## src/rtl/sram_strobe_pkg.sv

```systemverilog
package sram_strobe_pkg;

  // Strobe bundle from control to datapath, decoded for the coming cycle
  typedef struct packed {
    logic ceN;
    logic weN;
    logic oeN;
    logic drive;
    logic rsp;
    logic load;
    logic capture;
  } strobe_t;

  // Cycles needed to cover ns at a period of per, never below one
  function automatic int cycCount(input int ns, input int per);
    int c;
    c = (ns + per - 1) / per;
    return (c < 1) ? 1 : c;
  endfunction

  function automatic int maxOf(input int a, input int b);
    return (a > b) ? a : b;
  endfunction

endpackage

```

## src/rtl/sram_strobe_fsm.sv

```systemverilog
module sram_strobe_fsm
  import sram_strobe_pkg::*;
#(
  parameter int STRB_CYC = 1,
  parameter int REC_CYC  = 0,
  parameter int ACC_CYC  = 1
) (
  input  logic    clk,
  input  logic    rstN,
  input  logic    reqValid,
  input  logic    reqWrite,
  output logic    reqReady,
  output strobe_t ctlNext
);

  localparam int MAX_CYC = maxOf(maxOf(STRB_CYC, ACC_CYC), maxOf(REC_CYC, 1));
  localparam int CNT_W   = $clog2(MAX_CYC + 1);

  typedef enum logic [2:0] {
    S_IDLE, S_SETUP, S_STROBE, S_ENDW, S_RECOV, S_RDACC, S_RDDONE
  } state_e;

  state_e stateQ, stateD;
  logic [CNT_W-1:0] cntQ, cntD;
  logic loadD, captureD;

  always_comb begin
    stateD   = stateQ;
    cntD     = cntQ;
    loadD    = 1'b0;
    captureD = 1'b0;
    unique case (stateQ)
      S_IDLE: begin
        if (reqValid) begin
          loadD = 1'b1;
          if (reqWrite) begin
            stateD = S_SETUP;
          end else begin
            stateD = S_RDACC;
            cntD   = CNT_W'(ACC_CYC - 1);
          end
        end
      end
      S_SETUP: begin
        stateD = S_STROBE;
        cntD   = CNT_W'(STRB_CYC - 1);
      end
      S_STROBE: begin
        if (cntQ == '0) stateD = S_ENDW;
        else            cntD   = cntQ - 1'b1;
      end
      S_ENDW: begin
        if (REC_CYC > 0) begin
          stateD = S_RECOV;
          cntD   = CNT_W'((REC_CYC > 0) ? REC_CYC - 1 : 0);
        end else begin
          stateD = S_IDLE;
        end
      end
      S_RECOV: begin
        if (cntQ == '0) stateD = S_IDLE;
        else            cntD   = cntQ - 1'b1;
      end
      S_RDACC: begin
        if (cntQ == '0) begin
          captureD = 1'b1;
          stateD   = S_RDDONE;
        end else begin
          cntD = cntQ - 1'b1;
        end
      end
      S_RDDONE: stateD = S_IDLE;
      default:  stateD = S_IDLE;
    endcase
  end

  // Strobes for the next cycle, registered in the datapath
  always_comb begin
    ctlNext.ceN     = !(stateD inside {S_SETUP, S_STROBE, S_RDACC});
    ctlNext.weN     = (stateD != S_STROBE);
    ctlNext.oeN     = (stateD != S_RDACC);
    ctlNext.drive   = (stateD inside {S_SETUP, S_STROBE, S_ENDW});
    ctlNext.rsp     = (stateD == S_RDDONE);
    ctlNext.load    = loadD;
    ctlNext.capture = captureD;
  end

  always_ff @(posedge clk or negedge rstN) begin
    if (!rstN) begin
      stateQ <= S_IDLE;
      cntQ   <= '0;
    end else begin
      stateQ <= stateD;
      cntQ   <= cntD;
    end
  end

  assign reqReady = (stateQ == S_IDLE);

  // the controller leaves idle only through a handshake
  p_ready_fall_r2: assert property (@(posedge clk) disable iff (!rstN)
    $fell(reqReady) |-> $past(reqValid));

  // the strobe phase is always entered from the setup cycle
  p_strobe_after_setup_r3: assert property (@(posedge clk) disable iff (!rstN)
    (stateQ == S_STROBE && $past(stateQ) != S_STROBE) |-> $past(stateQ) == S_SETUP);

endmodule

```

## src/rtl/sram_strobe_dp.sv

```systemverilog
module sram_strobe_dp
  import sram_strobe_pkg::*;
#(
  parameter int ADDR_W = 15,
  parameter int DATA_W = 8
) (
  input  logic              clk,
  input  logic              rstN,
  input  strobe_t           ctlNext,
  input  logic [ADDR_W-1:0] reqAddr,
  input  logic [DATA_W-1:0] reqWdata,
  input  logic [DATA_W-1:0] memDqIn,
  output logic              memCeN,
  output logic              memWeN,
  output logic              memOeN,
  output logic              memDqOe,
  output logic [ADDR_W-1:0] memAddr,
  output logic [DATA_W-1:0] memDqOut,
  output logic              rspValid,
  output logic [DATA_W-1:0] rspRdata
);

  always_ff @(posedge clk or negedge rstN) begin
    if (!rstN) begin
      memCeN   <= 1'b1;
      memWeN   <= 1'b1;
      memOeN   <= 1'b1;
      memDqOe  <= 1'b0;
      rspValid <= 1'b0;
    end else begin
      memCeN   <= ctlNext.ceN;
      memWeN   <= ctlNext.weN;
      memOeN   <= ctlNext.oeN;
      memDqOe  <= ctlNext.drive;
      rspValid <= ctlNext.rsp;
    end
  end

  always_ff @(posedge clk or negedge rstN) begin
    if (!rstN) begin
      memAddr  <= '0;
      memDqOut <= '0;
      rspRdata <= '0;
    end else begin
      if (ctlNext.load) begin
        memAddr  <= reqAddr;
        memDqOut <= reqWdata;
      end
      if (ctlNext.capture) rspRdata <= memDqIn;
    end
  end

  // write strobe only inside chip-select, with output-enable high
  p_we_in_ce_r3: assert property (@(posedge clk) disable iff (!rstN)
    !memWeN |-> (!memCeN && memOeN));

  // the write ends with both strobes rising together
  p_we_end_r3: assert property (@(posedge clk) disable iff (!rstN)
    $rose(memWeN) |-> $rose(memCeN));

  // address held steady while chip-select stays low
  p_addr_stable_r4: assert property (@(posedge clk) disable iff (!rstN)
    (!memCeN && $past(!memCeN)) |-> $stable(memAddr));

  // driver only after output-enable has been high a full cycle
  p_drv_after_oe_r5: assert property (@(posedge clk) disable iff (!rstN)
    memDqOe |-> (memOeN && $past(memOeN)));

  // response is a single-cycle pulse
  p_rsp_pulse_r7: assert property (@(posedge clk) disable iff (!rstN)
    rspValid |=> !rspValid);

endmodule

```

## src/rtl/sram_strobe_ctrl.sv

```systemverilog
module sram_strobe_ctrl
  import sram_strobe_pkg::*;
#(
  parameter int ADDR_W = 15,
  parameter int DATA_W = 8,
  parameter int CLK_NS = 10,
  parameter int PWE_NS = 8,
  parameter int SD_NS  = 7,
  parameter int AW_NS  = 9,
  parameter int WC_NS  = 10,
  parameter int ACC_NS = 10
) (
  input  logic              clk,
  input  logic              rstN,
  input  logic              reqValid,
  input  logic              reqWrite,
  input  logic [ADDR_W-1:0] reqAddr,
  input  logic [DATA_W-1:0] reqWdata,
  output logic              reqReady,
  output logic              rspValid,
  output logic [DATA_W-1:0] rspRdata,
  output logic              memCeN,
  output logic              memWeN,
  output logic              memOeN,
  output logic [ADDR_W-1:0] memAddr,
  output logic [DATA_W-1:0] memDqOut,
  output logic              memDqOe,
  input  logic [DATA_W-1:0] memDqIn
);

  // nanosecond minimums rounded up to whole cycles
  localparam int PWE_CYC  = cycCount(PWE_NS, CLK_NS);
  localparam int SD_CYC   = cycCount(SD_NS,  CLK_NS);
  localparam int AW_CYC   = cycCount(AW_NS,  CLK_NS);
  localparam int WC_CYC   = cycCount(WC_NS,  CLK_NS);
  localparam int ACC_CYC  = cycCount(ACC_NS, CLK_NS);
  localparam int STRB_CYC = maxOf(PWE_CYC, maxOf(SD_CYC, AW_CYC));
  localparam int REC_CYC  = maxOf(WC_CYC - STRB_CYC - 2, 0);

  strobe_t ctlNext;

  sram_strobe_fsm #(
    .STRB_CYC(STRB_CYC),
    .REC_CYC (REC_CYC),
    .ACC_CYC (ACC_CYC)
  ) u_fsm (
    .clk     (clk),
    .rstN    (rstN),
    .reqValid(reqValid),
    .reqWrite(reqWrite),
    .reqReady(reqReady),
    .ctlNext (ctlNext)
  );

  sram_strobe_dp #(
    .ADDR_W(ADDR_W),
    .DATA_W(DATA_W)
  ) u_dp (
    .clk     (clk),
    .rstN    (rstN),
    .ctlNext (ctlNext),
    .reqAddr (reqAddr),
    .reqWdata(reqWdata),
    .memDqIn (memDqIn),
    .memCeN  (memCeN),
    .memWeN  (memWeN),
    .memOeN  (memOeN),
    .memDqOe (memDqOe),
    .memAddr (memAddr),
    .memDqOut(memDqOut),
    .rspValid(rspValid),
    .rspRdata(rspRdata)
  );

endmodule

```

## config.mk

```make
export PLATFORM = sky130hd
export DESIGN_NAME = sram_strobe_ctrl
export DESIGN_NICKNAME = d
export VERILOG_FILES = /design/src/rtl/sram_strobe_pkg.sv /design/src/rtl/sram_strobe_fsm.sv /design/src/rtl/sram_strobe_dp.sv /design/src/rtl/sram_strobe_ctrl.sv
export SDC_FILE = /design/constraint.sdc
export NUM_CORES = 1
export LEC_CHECK = 0
export BUFFER_PORTS_ARGS = -buffer_cell sky130_fd_sc_hd__buf_2
export CORE_ASPECT_RATIO = 0.5
export CORE_MARGIN = 2
export CORE_UTILIZATION = 41
export CTS_BUF_LIST = sky130_fd_sc_hd__clkbuf_8 sky130_fd_sc_hd__clkbuf_16
export CTS_CLUSTER_SIZE = 24
export DETAILED_ROUTE_END_ITERATION = 6
export GPL_TIMING_DRIVEN = 1
export HOLD_SLACK_MARGIN = 0.08
export PLACE_DENSITY = 0.79
export SLEW_MARGIN = 20
export SYNTH_ARGS = -nofsm -noshare
export SYNTH_HDL_FRONTEND = slang
export SYNTH_SLANG_ARGS = --single-unit
export TNS_END_PERCENT = 20
```

## constraint.sdc

```tcl
create_clock -name clk -period 4.8 [get_ports clk]
set_input_delay 0.96 -clock clk [delete_from_list [all_inputs] [get_ports clk]]
set_output_delay 0.96 -clock clk [all_outputs]
set_load 0.01 [all_outputs]
```

Yosys cells after proc, flatten, opt, wreduce, memory -nomap -nowiden --
Cells that the tools add are included. Widths: inputs -> output; s select.
Operators by class: add/subtract/negate cells 1, equal/unequal tests 13, muxes and demuxes 14, reductions and logical operators 7
Operator list (count):
- $mux 3 | 5
- $pmux 3 s5 | 1
- $eq 3x3->1 const B | 4
- $eq 3x2->1 const B | 3
- $reduce_bool 3->1 | 3
- $mux 1 | 7
- $eq 3x1->1 const B | 2
- $ne 2x2->1 const B | 2
- $logic_not 3->1 | 1
- $ne 3x2->1 const B | 1
- $ne 3x3->1 const B | 1
- $pmux 1 s3 | 1
- $reduce_and 3->1 | 1
- $reduce_or 3->1 | 1
- $logic_not 1->1 | 1
- $sub 1x1->1 const B | 1
Storage, ports and cells: register bits 40, bits of input ports 35, logic and storage cells 45

Longest topological paths before layout --
depth in word-level cells 6, mapped depth 4, gate-level depth less buffers 2

Hierarchy --
Synthesis repeated with hierarchy kept, for this count alone.
Second synthesis, totals: cells, all modules 94, area, all modules 1496.4 sq um
By module, submodules not included:
- sram_strobe_dp | instances 1, cells an instance 70, area an instance 1281.2 sq um
- sram_strobe_fsm | instances 1, cells an instance 24, area an instance 215.2 sq um

Worst setup path after synthesis --
Ideal clock, no wire load.
path kind input to register, start in reqValid, end reg u_dp.memAddr[0], arrival 1785 ps, slack 2890 ps, cell stages on the path 3, cells stage by stage nor4b_4 -> buf_6 -> mux2_2
Between the ends: cells in the longest elaborated chain, start to end 2
RTL lines:
- start, declared | RTL line sram_strobe_ctrl.sv:15 | input logic reqValid,
- $mux 1 | RTL line sram_strobe_fsm.sv:34 | if (reqValid) begin
- $mux 1 | RTL line sram_strobe_fsm.sv:32 | unique case (stateQ)
- end signal, assigned | RTL line sram_strobe_dp.sv:46 | memAddr <= reqAddr;
- end, declared | RTL line sram_strobe_dp.sv:17 | output logic [ADDR_W-1:0] memAddr,
Every way passes these cells. A chain may end at the register's enable or synchronous reset.

Worst setup path in the final report --
start reg u_fsm.stateQ[1], end out reqReady
Between the ends: cells in the longest elaborated chain, start to end 1
RTL lines:
- start, declared | RTL line sram_strobe_fsm.sv:23 | state_e stateQ, stateD;
- start signal, assigned | RTL line sram_strobe_fsm.sv:93 | stateQ <= stateD;
- $logic_not 3->1 | RTL line sram_strobe_fsm.sv:98 | assign reqReady = (stateQ == S_IDLE);
- end, declared | RTL line sram_strobe_ctrl.sv:19 | output logic reqReady,
Every way passes these cells.

==> flow_metrics.py <==
metrics = {
    "run_status": {
        "status": "completed",
    },
    "power": {
        "p_int_w": 0.000864,
        "power.total_w": 0.00128,
        "p_per_area_nw_per_um2": 654,
        "seqPwrFrac": 0.459,
        "p_switching_w": 0.000416,
        "netSwitchingFraction": 0.325,
        "power.leakage_nw": 0.962,
        "p_comb_frac": 0.382,
        "peakVddDrop_uv": 241,
        "clockPowerShare": 0.158,
    },
    "yosys": {
        "synth_commonest_cells": "dfrtp_1 (36), mux2_2 (30), buf_6 (4), dfstp_2 (3)",
        "syn_inst": 92,
        "ys_seq_area_frac": 0.653,
        "synth-edff-count": 0,
        "postSynthAreaPerCell_sq_um": 16.3,
        "ys_ff_latch": 39,
        "synth_cell_types": 20,
        "synth_most_common_cell": "dfrtp_1",
        "yosysWarnings": 0,
        "async_flop_share": 1.00,
        "synth_top_area_share": 0.601,
        "yosys.area.top_type": "dfrtp_1",
        "synth_nets": 127,
        "syn_area_sq_um": 1500,
        "netlist_top_cells_area": "dfrtp_1 (60%), mux2_2 (23%), dfstp_2 (5.3%), buf_6 (3.0%), nor4b_4 (1.6%)",
        "ys.flop_type": "dfrtp_1",
    },
    "routing": {
        "wl_per_cell_microns": 11.9,
        "vias": 980,
        "via_per_inst": 4.50,
        "ant_nets": 0,
        "first_pass_iters": 4,
        "drt-initial-drc-count": 45,
        "drc": 0,
        "drt-total-wl_microns": 2590,
    },
    "finish": {
        "multi_input_area_sq_um": 467,
        "drive_gt1_frac": 0.677,
        "antenna_cells": 0,
        "seq_area_sq_um": 980,
        "fillers": 291,
        "fin_nets": 201,
        "syn2layout_area_growth_pct": 30.5,
        "finalCoreUtilization": 0.564,
    },
    "sta": {
        "final_hold_viol_count": 0,
        "clock_skew_ns": 0.00475,
        "finalMaxSlewViolations": 0,
        "period_share": 0.450,
        "slew_headroom": 0.459,
        "layout_min_cycle_time_ns": 2.16,
        "rsz0062_at_grt": "false",
        "fin_tns_setup_ns": 0,
        "setup_viol": 0,
        "worst_pin_slew_ns": 0.811,
        "fmax_ghz": 0.463,
    },
    "floorplanning": {
        "initial_core_util": 0.432,
        "rows": 15,
        "coreArea_sq_um": 3470,
        "die_w_microns": 89.5,
        "dieArea_sq_um": 4190,
        "die_h_microns": 46.8,
        "num_io_pins": 72,
    },
    "critical_path": {
        "crit_type": "flip-flop to output pin",
        "critical-path-max-stage-delay_ns": 0.49,
        "endpoint_kind": "output pin",
        "cp_data_required_time_ns": 3.84,
        "cp_max_fo": 10,
        "crit_family": "flip-flops",
        "worstPathCellList": "nor3_1 > buf_2",
        "cp.arrival_ns": 1.20,
        "path_buf_inv": 1,
        "crit_slowest_cell": "dfrtp_1",
        "worstSetupStartpointType": "flip-flop",
    },
    "cts": {
        "post_cts_buffers": 0,
        "cts-htree-levels": 2,
        "cts_made_buffers": 5,
        "clk_latency_ns": 0.29,
        "clockRootBuffer": "clkbuf_8",
        "cts_tree": "yes",
        "cts.repair.resized": 0,
        "cts_hold_buf": 0,
        "cts_sinks": 39,
        "cts_buffer_depth": 2,
        "path_clk_slew_ns": 0.07,
    },
    "global_routing": {
        "antenna_found_initial": 0,
        "grt_remaining_overflow": 0,
        "grt_pass1_vias": 887,
        "grt_use_total": 0.127,
        "grt_pass1_wl_microns": 3780,
        "grt_max_degree": 40,
    },
    "min_path": {
        "worstHoldPathType": "flip-flop to flip-flop",
    },
    "placed_design": {
        "place.gp.congestion": 0.692,
        "io_buffer_count": 71,
    },
    "run": {
        "drv_cap": 0,
    },
}
## layer usage
layer / GRT usage / wire (microns) / up-vias
met5: 0 / 0 / -
met4: 0.0448 / 12 / 0
met3: 0.0580 / 128 / 2
met2: 0.218 / 1390 / 22
met1: 0.145 / 1060 / 487
li1: - / - / 469
## cell usage in the layout (no fill, tap or decap), drive strengths merged
cell,instances
o21a,1
nor2b,1
nor2,2
inv,3
buf,72
clkinv,1
clkbuf,5
dfrtp,36
mux2,31
nand2b,1
a21o,1
nand2,1
nor3,1
a21oi,1
nand3b,2
nor4b,1
or4b,1
o21ai,1
dfstp,3
a211oi,2
## power by group through the flow
stage          registers [W]  clock network [W]  logic, W
3_3_place_gp        0.000591                  0  0.000487
5_1_grt             0.000611           0.000223  0.000540
6_report            0.000588           0.000203  0.000490
4_1_cts             0.000592           0.000210  0.000501
3_5_place_dp        0.000599                  0  0.000500
2_1_floorplan       0.000645                  0  0.000268
## worst reg2reg max path, delay by kind of cell, from the launching register on
family / cells / cell delay, ns
buffers and inverters: 1 / 0.32
and+or+nand+nor: 1 / 0.30
DFF: 1 / 0.49
muxes: 1 / 0.38
## registers in the layout, summed over array words and instances, names as in the netlist
signal         count
u_dp.memAddr      15
u_dp.memWeN        1
u_dp.memOeN        1
u_fsm.stateQ       3
u_dp.rspValid      1
u_dp.memDqOut      8
u_dp.memCeN        1
u_dp.rspRdata      8
u_dp.memDqOe       1
## path summary, 6_finish.rpt
kind                                  start               end  slack [ns]  cells past startpoint
min reg2reg                u_dp.memDqOut[7]  u_dp.memDqOut[7]        0.49                      1
min in group asynchronous              rstN   u_fsm.stateQ[0]        0.76                      1
max reg2reg                 u_fsm.stateQ[1]   u_dp.memAddr[4]        3.20                      3
max                         u_fsm.stateQ[1]          reqReady        2.64                      2
max in group asynchronous              rstN   u_dp.memAddr[2]        3.52                      1
min                        u_dp.memDqOut[7]  u_dp.memDqOut[7]        0.49                      1
## kinds of logic (layout without fill, tap and decap cells)
family / count (synthesis) / after routing / share of synthesized area
buffers and inverters: 6 / 81 / 0.0359
AO/OA/AOI/OAI: 6 / 6 / 0.0267
flip-flops: 39 / 39 / 0.653
AND/OR/NAND/NOR: 10 / 10 / 0.0517
multiplexers: 31 / 31 / 0.233
## through the flow
step | setup slack (ns) | cell area [sq um] | cells | hold WS [ns]
after floorplan | 2.89 | 1500 | 92 | 0.528
after global placement | 2.71 | 1880 | 210 | 0.467
after detailed placement | 2.68 | 1880 | 210 | 0.476
after CTS | 2.62 | 1960 | 218 | 0.492
after global routing | 2.54 | 1960 | 218 | 0.508
final | 2.64 | 1960 | 218 | 0.488
## cell type report
type | instances | share of cell area
sequential | 39 | 0.500
multi-input combinational | 47 | 0.238
timing repair buffer | 72 | 0.185
clock buffer | 5 | 0.0351
tap | 51 | 0.0326
clock inverter | 3 | 0.00639
inverter | 1 | 0.00192
No activity file was read; power rests on OpenSTA's default activity.
